[src/rtl/pbo_pkg.sv]
// Package: shared width and offset type for the phase build-out generator.
// Assumes offsets fit a 16-bit signed count of sampling-clock periods.
package pbo_pkg;
    localparam int OFF_W = 16;
    typedef logic signed [OFF_W-1:0] pbo_off_t;
endpackage

[src/rtl/pbo_phase_meter.sv]
// Measures cycles from each reference strobe to the next feedback strobe.
// The result wraps modulo PERIOD_CNT into a signed range centred on zero.
// Assumes PERIOD_CNT >= 2 and PERIOD_CNT/2 fits in a pbo_off_t.
module pbo_phase_meter
    import pbo_pkg::*;
#(
    parameter int PERIOD_CNT = 12500
) (
    input  logic     clk,
    input  logic     rst_n,
    input  logic     ref_stb,
    input  logic     fb_stb,
    output pbo_off_t meas_o
);
    localparam int PH_W = $clog2(PERIOD_CNT + 1);
    localparam int HALF = PERIOD_CNT / 2;

    logic [PH_W-1:0] ph_q;
    pbo_off_t        diff;
    pbo_off_t        meas_q;

    // Phase counter: cycles elapsed since the last reference strobe, modulo the period.
    always_ff @(posedge clk) begin
        if (!rst_n)
            ph_q <= '0;
        else if (ref_stb)
            ph_q <= PH_W'(1);
        else if (ph_q == PH_W'(PERIOD_CNT - 1))
            ph_q <= '0;
        else
            ph_q <= ph_q + PH_W'(1);
    end

    // Map the raw count into the signed window; coincident strobes read zero.
    always_comb begin
        if (ref_stb)
            diff = '0;
        else if (int'(ph_q) > HALF)
            diff = pbo_off_t'(int'(ph_q) - PERIOD_CNT);
        else
            diff = pbo_off_t'(int'(ph_q));
    end

    // Latch the difference on each feedback strobe.
    always_ff @(posedge clk) begin
        if (!rst_n)
            meas_q <= '0;
        else if (fb_stb)
            meas_q <= diff;
    end

    assign meas_o = meas_q;


    meas_range_chk: assert property (@(posedge clk) disable iff (!rst_n)
        (int'(meas_q) >= -HALF) && (int'(meas_q) <= HALF));
endmodule

[src/rtl/pbo_clear_filter.sv]
// Qualifies the active-low clear: it acts only after CLR_LOW_MIN consecutive
// low samples, so short glitches are ignored. Assumes CLR_LOW_MIN >= 1.
module pbo_clear_filter #(
    parameter int CLR_LOW_MIN = 30
) (
    input  logic clk,
    input  logic rst_n,
    input  logic clr_n,
    output logic clr_hit_o
);
    localparam int CW = $clog2(CLR_LOW_MIN + 1);

    logic [CW-1:0] low_q;

    // Count consecutive low samples, saturating at the threshold.
    always_ff @(posedge clk) begin
        if (!rst_n)
            low_q <= '0;
        else if (clr_n)
            low_q <= '0;
        else if (low_q != CW'(CLR_LOW_MIN))
            low_q <= low_q + CW'(1);
    end

    assign clr_hit_o = (low_q == CW'(CLR_LOW_MIN));


    clr_qualified_chk: assert property (@(posedge clk) disable iff (!rst_n)
        clr_hit_o |-> !$past(clr_n));
endmodule

[src/rtl/pbo_offset_store.sv]
// Holds the build-out offset. Enabled: it captures on mode strobes, otherwise holds.
// Disabled: it slews one count toward zero per FRAME_CNT cycles.
// A qualified clear overrides everything. Assumes FRAME_CNT >= 2.
module pbo_offset_store
    import pbo_pkg::*;
#(
    parameter int FRAME_CNT = 12500
) (
    input  logic     clk,
    input  logic     rst_n,
    input  logic     en_eff,
    input  logic     mode_stb,
    input  logic     clr_hit,
    input  pbo_off_t meas_i,
    output pbo_off_t applied_o
);
    localparam int FW = $clog2(FRAME_CNT);

    logic [FW-1:0] fcnt_q;
    pbo_off_t      applied_q;
    logic          slew_tick;

    assign slew_tick = !en_eff && (applied_q != '0) && (fcnt_q == FW'(FRAME_CNT - 1));

    // Slew frame timer: runs only while disabled with a nonzero offset.
    always_ff @(posedge clk) begin
        if (!rst_n)
            fcnt_q <= '0;
        else if (en_eff || (applied_q == '0) || slew_tick)
            fcnt_q <= '0;
        else
            fcnt_q <= fcnt_q + FW'(1);
    end

    // Offset register: clear, then capture, then slew step, in priority order.
    always_ff @(posedge clk) begin
        if (!rst_n)
            applied_q <= '0;
        else if (clr_hit)
            applied_q <= '0;
        else if (en_eff && mode_stb)
            applied_q <= meas_i;
        else if (slew_tick) begin
            if (applied_q[OFF_W-1])
                applied_q <= applied_q + 16'sd1;
            else
                applied_q <= applied_q - 16'sd1;
        end
    end

    assign applied_o = applied_q;


    capture_chk: assert property (@(posedge clk) disable iff (!rst_n)
        (en_eff && mode_stb && !clr_hit) |=> (applied_q == $past(meas_i)));

    clear_wins_chk: assert property (@(posedge clk) disable iff (!rst_n)
        clr_hit |=> (applied_q == '0));

    hold_chk: assert property (@(posedge clk) disable iff (!rst_n)
        (en_eff && !mode_stb && !clr_hit) |=> $stable(applied_q));

    slew_rate_chk: assert property (@(posedge clk) disable iff (!rst_n)
        (!en_eff && !clr_hit) |=> ((applied_q == $past(applied_q)) ||
                                   (applied_q == $past(applied_q) + 16'sd1) ||
                                   (applied_q == $past(applied_q) - 16'sd1)));

    slew_dir_pos_chk: assert property (@(posedge clk) disable iff (!rst_n)
        (!en_eff && !clr_hit && (applied_q > 16'sd0)) |=> (applied_q >= 16'sd0));

    slew_dir_neg_chk: assert property (@(posedge clk) disable iff (!rst_n)
        (!en_eff && !clr_hit && (applied_q < 16'sd0)) |=> (applied_q <= 16'sd0));
endmodule

[src/rtl/pbo_retimer.sv]
// Emits the virtual reference: a one-cycle pulse a number of edges after each
// reference strobe. That number is the stored offset, with a negative offset
// first raised by one period. Assumes reference strobes arrive at most once
// per period.
module pbo_retimer
    import pbo_pkg::*;
#(
    parameter int PERIOD_CNT = 12500
) (
    input  logic     clk,
    input  logic     rst_n,
    input  logic     ref_stb,
    input  pbo_off_t applied_i,
    output logic     vref_o
);
    localparam int PH_W = $clog2(PERIOD_CNT + 1);

    logic [PH_W-1:0] dly;
    logic [PH_W-1:0] cnt_q;
    logic            busy_q;
    logic            vref_q;

    // Convert the signed offset into a non-negative delay within one period.
    always_comb begin
        if (applied_i[OFF_W-1])
            dly = PH_W'(int'(applied_i) + PERIOD_CNT);
        else
            dly = PH_W'(int'(applied_i));
    end

    // Countdown from each reference strobe; fire the pulse when it expires.
    always_ff @(posedge clk) begin
        if (!rst_n) begin
            cnt_q  <= '0;
            busy_q <= 1'b0;
            vref_q <= 1'b0;
        end else begin
            vref_q <= 1'b0;
            if (ref_stb) begin
                if (dly == '0) begin
                    vref_q <= 1'b1;
                    busy_q <= 1'b0;
                    cnt_q  <= '0;
                end else begin
                    busy_q <= 1'b1;
                    cnt_q  <= dly;
                end
            end else if (busy_q) begin
                cnt_q <= cnt_q - PH_W'(1);
                if (cnt_q == PH_W'(1)) begin
                    vref_q <= 1'b1;
                    busy_q <= 1'b0;
                end
            end
        end
    end

    assign vref_o = vref_q;


    cnt_range_chk: assert property (@(posedge clk) disable iff (!rst_n)
        busy_q |-> ((cnt_q != '0) && (int'(cnt_q) < PERIOD_CNT)));

    count_down_chk: assert property (@(posedge clk) disable iff (!rst_n)
        (busy_q && !ref_stb) |=> (cnt_q == $past(cnt_q) - PH_W'(1)));
endmodule

[src/rtl/pbo_refgen.sv]
// Top of the phase build-out reference generator. It combines the enables and
// wires the meter, the clear filter, the offset store and the retimer.
// All inputs are synchronous to clk.
module pbo_refgen
    import pbo_pkg::*;
#(
    parameter int PERIOD_CNT  = 12500,
    parameter int FRAME_CNT   = 12500,
    parameter int CLR_LOW_MIN = 30
) (
    input  logic              clk,
    input  logic              rst_n,
    input  logic              ref_stb,
    input  logic              fb_stb,
    input  logic              en_pin,
    input  logic              auto_en,
    input  logic              hold_ret,
    input  logic              mode_stb,
    input  logic              clr_n,
    output logic              vref_stb,
    output logic [OFF_W-1:0]  offset_o,
    output logic              build_en_o
);
    logic     en_eff;
    logic     clr_hit;
    pbo_off_t meas;
    pbo_off_t applied;

    // Effective enable: manual, or automatic unless vetoed after holdover.
    assign en_eff = en_pin | (auto_en & ~hold_ret);

    pbo_phase_meter #(.PERIOD_CNT(PERIOD_CNT)) u_meter (
        .clk(clk), .rst_n(rst_n), .ref_stb(ref_stb), .fb_stb(fb_stb), .meas_o(meas)
    );

    pbo_clear_filter #(.CLR_LOW_MIN(CLR_LOW_MIN)) u_clr (
        .clk(clk), .rst_n(rst_n), .clr_n(clr_n), .clr_hit_o(clr_hit)
    );

    pbo_offset_store #(.FRAME_CNT(FRAME_CNT)) u_store (
        .clk(clk), .rst_n(rst_n), .en_eff(en_eff), .mode_stb(mode_stb),
        .clr_hit(clr_hit), .meas_i(meas), .applied_o(applied)
    );

    pbo_retimer #(.PERIOD_CNT(PERIOD_CNT)) u_retime (
        .clk(clk), .rst_n(rst_n), .ref_stb(ref_stb), .applied_i(applied), .vref_o(vref_stb)
    );

    assign offset_o   = applied;
    assign build_en_o = en_eff;


    no_capture_disabled_chk: assert property (@(posedge clk) disable iff (!rst_n)
        (!en_eff && mode_stb && !clr_hit && (applied == '0)) |=> (applied == '0));
endmodule

[config.mk]
export PLATFORM = sky130hd
export DESIGN_NAME = pbo_refgen
export DESIGN_NICKNAME = d
export VERILOG_FILES = /design/src/rtl/pbo_pkg.sv /design/src/rtl/pbo_phase_meter.sv /design/src/rtl/pbo_clear_filter.sv /design/src/rtl/pbo_offset_store.sv /design/src/rtl/pbo_retimer.sv /design/src/rtl/pbo_refgen.sv
export SDC_FILE = /design/constraint.sdc
export NUM_CORES = 1
export LEC_CHECK = 0
export ABC_AREA = 0
export CAP_MARGIN = 20
export CORE_UTILIZATION = 40
export CTS_BUF_LIST = sky130_fd_sc_hd__clkbuf_4 sky130_fd_sc_hd__clkbuf_8 sky130_fd_sc_hd__clkbuf_16
export CTS_CLUSTER_SIZE = 12
export DETAILED_ROUTE_END_ITERATION = 10
export PLACE_DENSITY = 0.66
export SETUP_SLACK_MARGIN = 0.4
export SLEW_MARGIN = 20
export SYNTH_ARGS = -nofsm -noshare
export SYNTH_HDL_FRONTEND = slang
export SYNTH_SLANG_ARGS = --single-unit
[constraint.sdc]
create_clock -name clk -period 7.7 [get_ports clk]
set_input_delay 1.54 -clock clk [delete_from_list [all_inputs] [get_ports clk]]
set_output_delay 1.54 -clock clk [all_outputs]
set_load 0.01 [all_outputs]
Word level (Yosys, flattened, before mapping)
Cells that the tools add are included.
{ "totals": {"output_inout_bits": 18, "inputBits": 9, "reg_bits": 81} }
{ "classes": {"muxes": 19, "bitwise_logic": 4, "addsub": 8, "eq_ne": 5, "n_reduce_logical": 15, "magnitude_cmp": 1} }
{ "ops": {"columns": ["cell", "count"], "rows": [
  ["$mux W16", 5],
  ["$mux W14", 4],
  ["$add A14 B1 Y14 const B", 2],
  ["$eq A14 B14 Y1 const B", 2],
  ["$add A16 B2 Y16 const B", 1],
  ["$logic_not A16 Y1", 1],
  ["$reduce_bool A16 Y1", 1],
  ["$sub A16 B2 Y16 const B", 1],
  ["$sub A14 B14 Y15 const B", 1],
  ["$add A14 B13 Y14 const B", 1],
  ["$eq A14 B1 Y1 const B", 1],
  ["$gt A14 B13 Y1 const B", 1],
  ["$logic_not A14 Y1", 1],
  ["$sub A14 B1 Y14 const B", 1],
  ["$mux W1", 10],
  ["$reduce_or A2 Y1", 3],
  ["$add A5 B1 Y5 const B", 1],
  ["$eq A5 B5 Y1 const B", 1],
  ["$ne A5 B5 Y1 const B", 1],
  ["$reduce_bool A2 Y1", 2],
  ["$logic_and A1 B1 Y1", 3],
  ["$reduce_or A3 Y1", 1],
  ["$logic_or A1 B1 Y1", 2],
  ["$not A1 Y1", 2],
  ["3 further kinds", 3]
]} }

Logic depth before layout (Yosys ltp)
Gate-level depths: netlist (run 1).
{ "logic_depth": {"ltp_word": 8, "depth_mapped": 10, "ltp_nobuf": 8} }

By module
Synthesis (run 1) repeated with hierarchy kept, for this count alone.
{ "hier_totals": {"cells_unflattened": 625, "hier_area_um2": 5191.2} }
{ "modules_own_cells": {"columns": ["mod", "instances", "area_per_inst_um2", "cells_each", "seq_area_each_um2"], "rows": [
  ["pbo_offset_store", 1, 2037.0, 252, 600.6],
  ["pbo_phase_meter", 1, 1559.0, 181, 580.6],
  ["pbo_retimer", 1, 1340.0, 164, 320.3],
  ["pbo_clear_filter", 1, 244.0, 26, 100.1],
  ["pbo_refgen", 1, 11.3, 2, 0.0]
]} }

Worst setup path after synthesis (run 1)
Ideal clock, no wire load.
{ "synth_path": {"path_kind": "in2out", "startpoint": "input port hold_ret", "endpoint": "output port build_en_o", "path_buffers": 0, "required_ps": 6160, "stages": 3, "setup_slack_ps": 4325, "t_arrival_ps": 1835, "cell_sequence": "inv_1 > a21oi_1 > inv_1"} }
{ "synth_between": {"elab_chain_len": 3} }
{ "synth_lines": {"columns": ["item", "line", "text"], "rows": [
  ["from (decl)", "pbo_refgen.sv:17", "input logic hold_ret,"],
  ["$not A1 Y1", "pbo_refgen.sv:30", "assign en_eff = en_pin | (auto_en & ~hold_ret);"],
  ["$and A1 B1 Y1", "pbo_refgen.sv:30", null],
  ["$or A1 B1 Y1", "pbo_refgen.sv:30", null],
  ["to (decl)", "pbo_refgen.sv:22", "output logic build_en_o"]
]} }
Every way passes these cells.

Final worst setup path (run 1)
Same ends and word-level chain as after synthesis.

==> results of run 1 <==
## power breakdown
group / total [mW] / internal (mW) / switching, mW
Clock: 0.413 / 0.251 / 0.162
Sequential: 0.426 / 0.420 / 0.00593
Combinational: 0.0542 / 0.0213 / 0.0329
## metal layers
layer / vias up / part of all wire, % / track usage, %
met4: 0 / 2.0 / 7.64
met5: - / 0 / 0
met3: 21 / 4.8 / 4.37
met2: 107 / 47 / 33.2
li1: 2159 / - / -
met1: 2025 / 46 / 24.4
## area by class of cell
type / count / area, um2 / share of cell area [%]
timing repair buffer: 28 / 275 / 5.02
clock buffer: 13 / 280 / 5.11
tap: 143 / 179 / 3.26
clock inverter: 2 / 12.5 / 0.228
multi-input combinational: 472 / 3070 / 56.0
inverter: 17 / 63.8 / 1.16
sequential: 80 / 1600 / 29.2
## cell usage in the layout, fill, tap and decap left out, types with 10 or more instances in the layout
master and n:
a211oi_1 15, a21oi_1 30, a22oi_1 12, and3_1 12
clkdlybuf4s50_1 26, dfxtp_1 80, ha_1 28, inv_1 16
nand2_1 52, nand3_1 18, nand4_1 10, nor2_1 79
nor3_1 20, o21ai_0 25, xnor2_1 37, xor2_1 23
## stage by stage
step                instance area (um2)  instances  setup slack [ns]  total power, mW  hold WS (ns)
floorplan                          4860        598              4.32            0.473         0.418
global placement                   5190        740              3.40            0.488         0.431
detailed placement                 5190        740              3.35            0.489         0.439
CTS                                5490        755              3.33            0.903         0.453
global route                       5490        755              3.23            0.929         0.468
finish                             5490        755              3.34            0.894         0.448
## kinds of logic (layout without fill, tap and decap cells)
kind of cell / count (synthesis) / in the layout / synth area share [%]
muxes: 14 / 14 / 3.01
buffers and inverters: 46 / 60 / 3.84
DFF: 80 / 80 / 32.9
adders and majority gates: 29 / 29 / 7.62
xor gates and xnor gates: 60 / 60 / 10.8
AOI/OAI and AO/OA: 131 / 131 / 17.8
and+or+nand+nor: 238 / 238 / 24.0
## worst register-to-register path, stage by stage (launching register included)
cell and delay (ns):
dfxtp_1 0.41, inv_1 0.60, ha_1 0.30, nor4bb_1 0.27
nand4_1 0.23, and3_1 0.25, buf_4 0.21, nor2_1 0.57
a22oi_1 0.16, o211ai_1 0.19
## sequential cells by signal, indices dropped and copies added, names as in the netlist
name and flops:
u_clr.low_q 5, u_meter.meas_o 15, u_meter.ph_q 14, u_retime.busy_q 1, u_retime.cnt_q 14, u_retime.vref_o 1, u_store.applied_o 16, u_store.fcnt_q 14
## final timing paths
| check | startpoint | endpoint | slack (ns) | depth (start not counted) |
|---|---|---|---|---|
| worst max-delay path | hold_ret | build_en_o | 3.34 | 5 |
| worst min-delay path | u_store.fcnt_q[0] | u_store.fcnt_q[0] | 0.45 | 1 |
| worst min register to register | u_store.fcnt_q[0] | u_store.fcnt_q[0] | 0.45 | 1 |
| worst max register to register | u_store.applied_o[15] | u_store.applied_o[14] | 4.43 | 9 |
==> results.yml, run 1 <==
sta:
  slew_viol_final: 0
  period_share_pct: 56.6
  finalSetupViolations: 0
  fin_skew_ns: 0.00813
  tightest_slew_ns: 1.06
  slew_headroom_pct: 29.2
  finalCriticalPeriod_ns: 4.36
  grt_setup_unrepaired: "no"
  hold_violations: 0
  fin_tns_setup_ns: 0
  fmax_mhz: 230
global_route:
  grt_pass1_vias: 4226
  overflow: 0
  grt_max_degree: 32
  grt_pass1_wl_um: 19900
  track_usage_pct: 19.6
  antenna_found_initial: 0
power:
  vdd_drop_max_mv: 0.113
  p_leak_nw: 2.10
  power_density_nw_per_um2: 163
finish:
  final_layout_size_suffix_gt1_share_pct: 4.25
  area_growth_pct: 12.8
  layout.nets: 646
  nFillCells: 1147
  diodes: 0
  fin_util_pct: 47.2
floorplanning:
  die_w_um: 112
  die-area_um2: 12600
  ios: 27
  rows: 39
  start_util_pct: 41.9
  die_h_um: 112
  fp.coreArea_um2: 11600
synthesis:
  synth_most_common_cell: "dfxtp_1"
  synth_edf_count: 0
  synth_seq_area_share_pct: 32.9
  avgSynthCellArea_um2: 8.13
  synth_common_cells: "dfxtp_1, nor2_1, nand2_1"
  ys_types: 59
  synth_top_area_cell: "dfxtp_1"
  yosys_most_used_dff: "dfxtp_1"
  syn-cell-area_um2: 4860
  synth_top_area_share_pct: 32.9
  synthArstFlopShare_pct: 0
  synth.area.top_cells: "dfxtp_1, ha_1, xnor2_1"
  synthCells: 598
  synth_fp_nets: 636
  ys_warn_count: 0
  yosys_register_bits: 80
run_status:
  violations: "DRC"
  status: "complete, but fails checks"
clock_tree:
  cts_tree: "done"
  cts.sinks: 80
  root_buffer: "clkbuf_16"
  cts-resized-gates: 0
  cts_buffers: 9
  h-tree-depth: 3
  cts_setup_buffers: 0
  ctsLongestPathBuffers: 2
  cts-hold-fix-buffers: 0
  cts.clk_slew.worst_paths_ns: 0.05
  clk_latency_ns: 0.34
worst_setup_path:
  crit_type: "in -> out"
  critPathMaxFanout: 3
  slowest_stage: "clkdlybuf4s50_1"
  cp.arrival_ns: 2.82
  slowest_delay_ns: 0.49
  path_cells: "clkdlybuf4s50_1 > inv_1 > a21oi_1 > inv_1 > clkdlybuf4s50_1"
  worst-path-buf-inv: 4
  worstSetupStartpointType: "primary input"
  cp.required_ns: 6.16
  cp-end-kind: "output port"
  cp_top_family: "buffers and inverters"
place:
  portBuffers: 26
  gp_congestion: 0.847
  dp_hpwl_um: 8640
hold_path:
  worstHoldPathType: "reg -> reg"
drt:
  ant_nets: 0
  viasPerCell: 5.71
  wl_um: 11800
  drt-initial-drc-count: 294
  vias: 4312
  first_pass_iters: 8
  wire_per_inst_um: 15.6
  drc: 2
job:
  max_cap_violations: 0
Note: power is estimated with default switching activity, not from simulation.
==> run 2: changes to the inputs <==
- PLACE_DENSITY: 0.66 -> 0.68
- clock period: 7.7 -> 3.6 ns (I/O delays scaled with it)
==> results.yml, run 2 (synthesized netlist as in run 1, its figures left out) <==
run_status:
  status: "complete, but fails checks"
  violations: "DRC"
worst_setup_path:
  worstSetupStartpointType: "register"
  crit_type: "reg -> reg"
  cp-end-kind: "register"
  cp.required_ns: 3.82
  critPathMaxFanout: 9
  cp.arrival_ns: 3.21
floorplanning:
  rows: 39
  die_h_um: 112
  fp.coreArea_um2: 11600
  die_w_um: 112
  start_util_pct: 41.9
  ios: 27
  die-area_um2: 12600
sta:
  slew_headroom_pct: 50.4
  fin_skew_ns: 0.00911
  finalCriticalPeriod_ns: 2.98
  hold_violations: 0
  grt_setup_unrepaired: "no"
  finalSetupViolations: 0
  tightest_slew_ns: 0.743
  setup_ws_ns: 0.618
  fmax_mhz: 335
  fin_tns_setup_ns: 0
  period_share_pct: 82.8
  slew_viol_final: 0
global_route:
  grt_pass1_wl_um: 20700
  track_usage_pct: 20.4
  grt_max_degree: 27
  overflow: 0
  antenna_found_initial: 0
  grt_pass1_vias: 4303
drt:
  drt-initial-drc-count: 227
  vias: 4457
  drc: 1
  wl_um: 12100
  viasPerCell: 5.83
  ant_nets: 0
  wire_per_inst_um: 15.9
  first_pass_iters: 10
clock_tree:
  cts_tree: "done"
  root_buffer: "clkbuf_16"
  cts.sinks: 80
  cts.clk_slew.worst_paths_ns: 0.07
  ctsLongestPathBuffers: 2
  clk_latency_ns: 0.35
  h-tree-depth: 3
  cts_buffers: 9
  cts-hold-fix-buffers: 0
finish:
  final_common_cell: "dfxtp_1"
  nFillCells: 1141
  final_cell_mix: "dfxtp_1, nor2_1, nand2_1"
  regArea_um2: 1600
  multiInputGateArea_um2: 3070
  stdcell_count: 765
  final_layout_size_suffix_gt1_share_pct: 5.95
  layout.nets: 655
  diodes: 0
  largest_reg_flops: 16
  area_growth_pct: 14.2
place:
  dp_hpwl_um: 8820
  gp_congestion: 0.860
  portBuffers: 26
  placedCellCount: 745
  pre_cts_ws_ns: 0.585
power:
  p_leak_nw: 2.13
  vdd_drop_max_mv: 0.319
  power_density_nw_per_um2: 347
job:
  max_cap_violations: 0
hold_path:
  worstHoldPathType: "reg -> reg"
==> run 2: cell types whose count changed in the layout (fill, tap and decap cells not counted), sizes merged <==
cell	delta
buf	+8
clkbuf	-3
inv	+1
clkinvlp	+4
==> run 2: stage by stage <==
| step | hold slack [ns] | cell area [um2] | util, % | total power [mW] |
|---|---|---|---|---|
| 2_1_floorplan | 0.418 | 4860 | - | 1.01 |
| 3_3_place_gp | 0.428 | 5230 | 45.0 | 1.05 |
| 3_5_place_dp | 0.437 | 5230 | 45.0 | 1.05 |
| 4_1_cts | 0.455 | 5520 | 47.5 | 1.95 |
| 5_1_grt | 0.488 | 5550 | 47.8 | 2.00 |
| 6_report | 0.450 | 5550 | 47.8 | 1.93 |
==> run 2: power breakdown <==
group	total, mW	internal, mW	switching (mW)
Clock	0.893	0.494	0.399
Sequential	0.911	0.898	0.0132
Combinational	0.121	0.0489	0.0722
==> run 2: cell type report <==
cell class	count	area share, %
Sequential cell	80	28.8
Clock buffer	10	4.30
Multi-Input combinational cell	472	55.4
Clock inverter	6	0.924
Tap cell	143	3.22
Inverter	17	1.22
Timing Repair Buffer	36	6.04
Timing Repair inverter	1	0.0902
==> run 2: worst paths after layout <==
kind,cells past startpoint,slack [ns],startpoint,to
worst min register to register,1,0.45,u_store.fcnt_q[0],u_store.fcnt_q[0]
worst min-delay path,1,0.45,u_store.fcnt_q[0],u_store.fcnt_q[0]
worst max-delay path,8,0.62,u_store.applied_o[15],u_store.applied_o[10]
worst max register to register,8,0.62,u_store.applied_o[15],u_store.applied_o[10]
==> run 2: worst max-delay path, stage by stage (launching register included) <==
cell	delay, ns
dfxtp_1	0.58
clkinvlp_4	0.29
fa_1	0.48
a211oi_1	0.22
o21bai_1	0.15
a2111oi_0	0.53
nor3_1	0.17
a311oi_1	0.32
o32ai_1	0.12
==> run 2: routing by layer <==
metal	track usage [%]	routed length (um)
met4	6.93	274
met2	33.4	5560
met5	0	0
met1	26.0	5610
met3	5.40	682
==> run 2: what timing repair did <==
item / in CTS / in global routing
endpoints found under the setup margin: 0 / 2
setup buffers: 0 / 3
gates resized for setup: 0 / 1
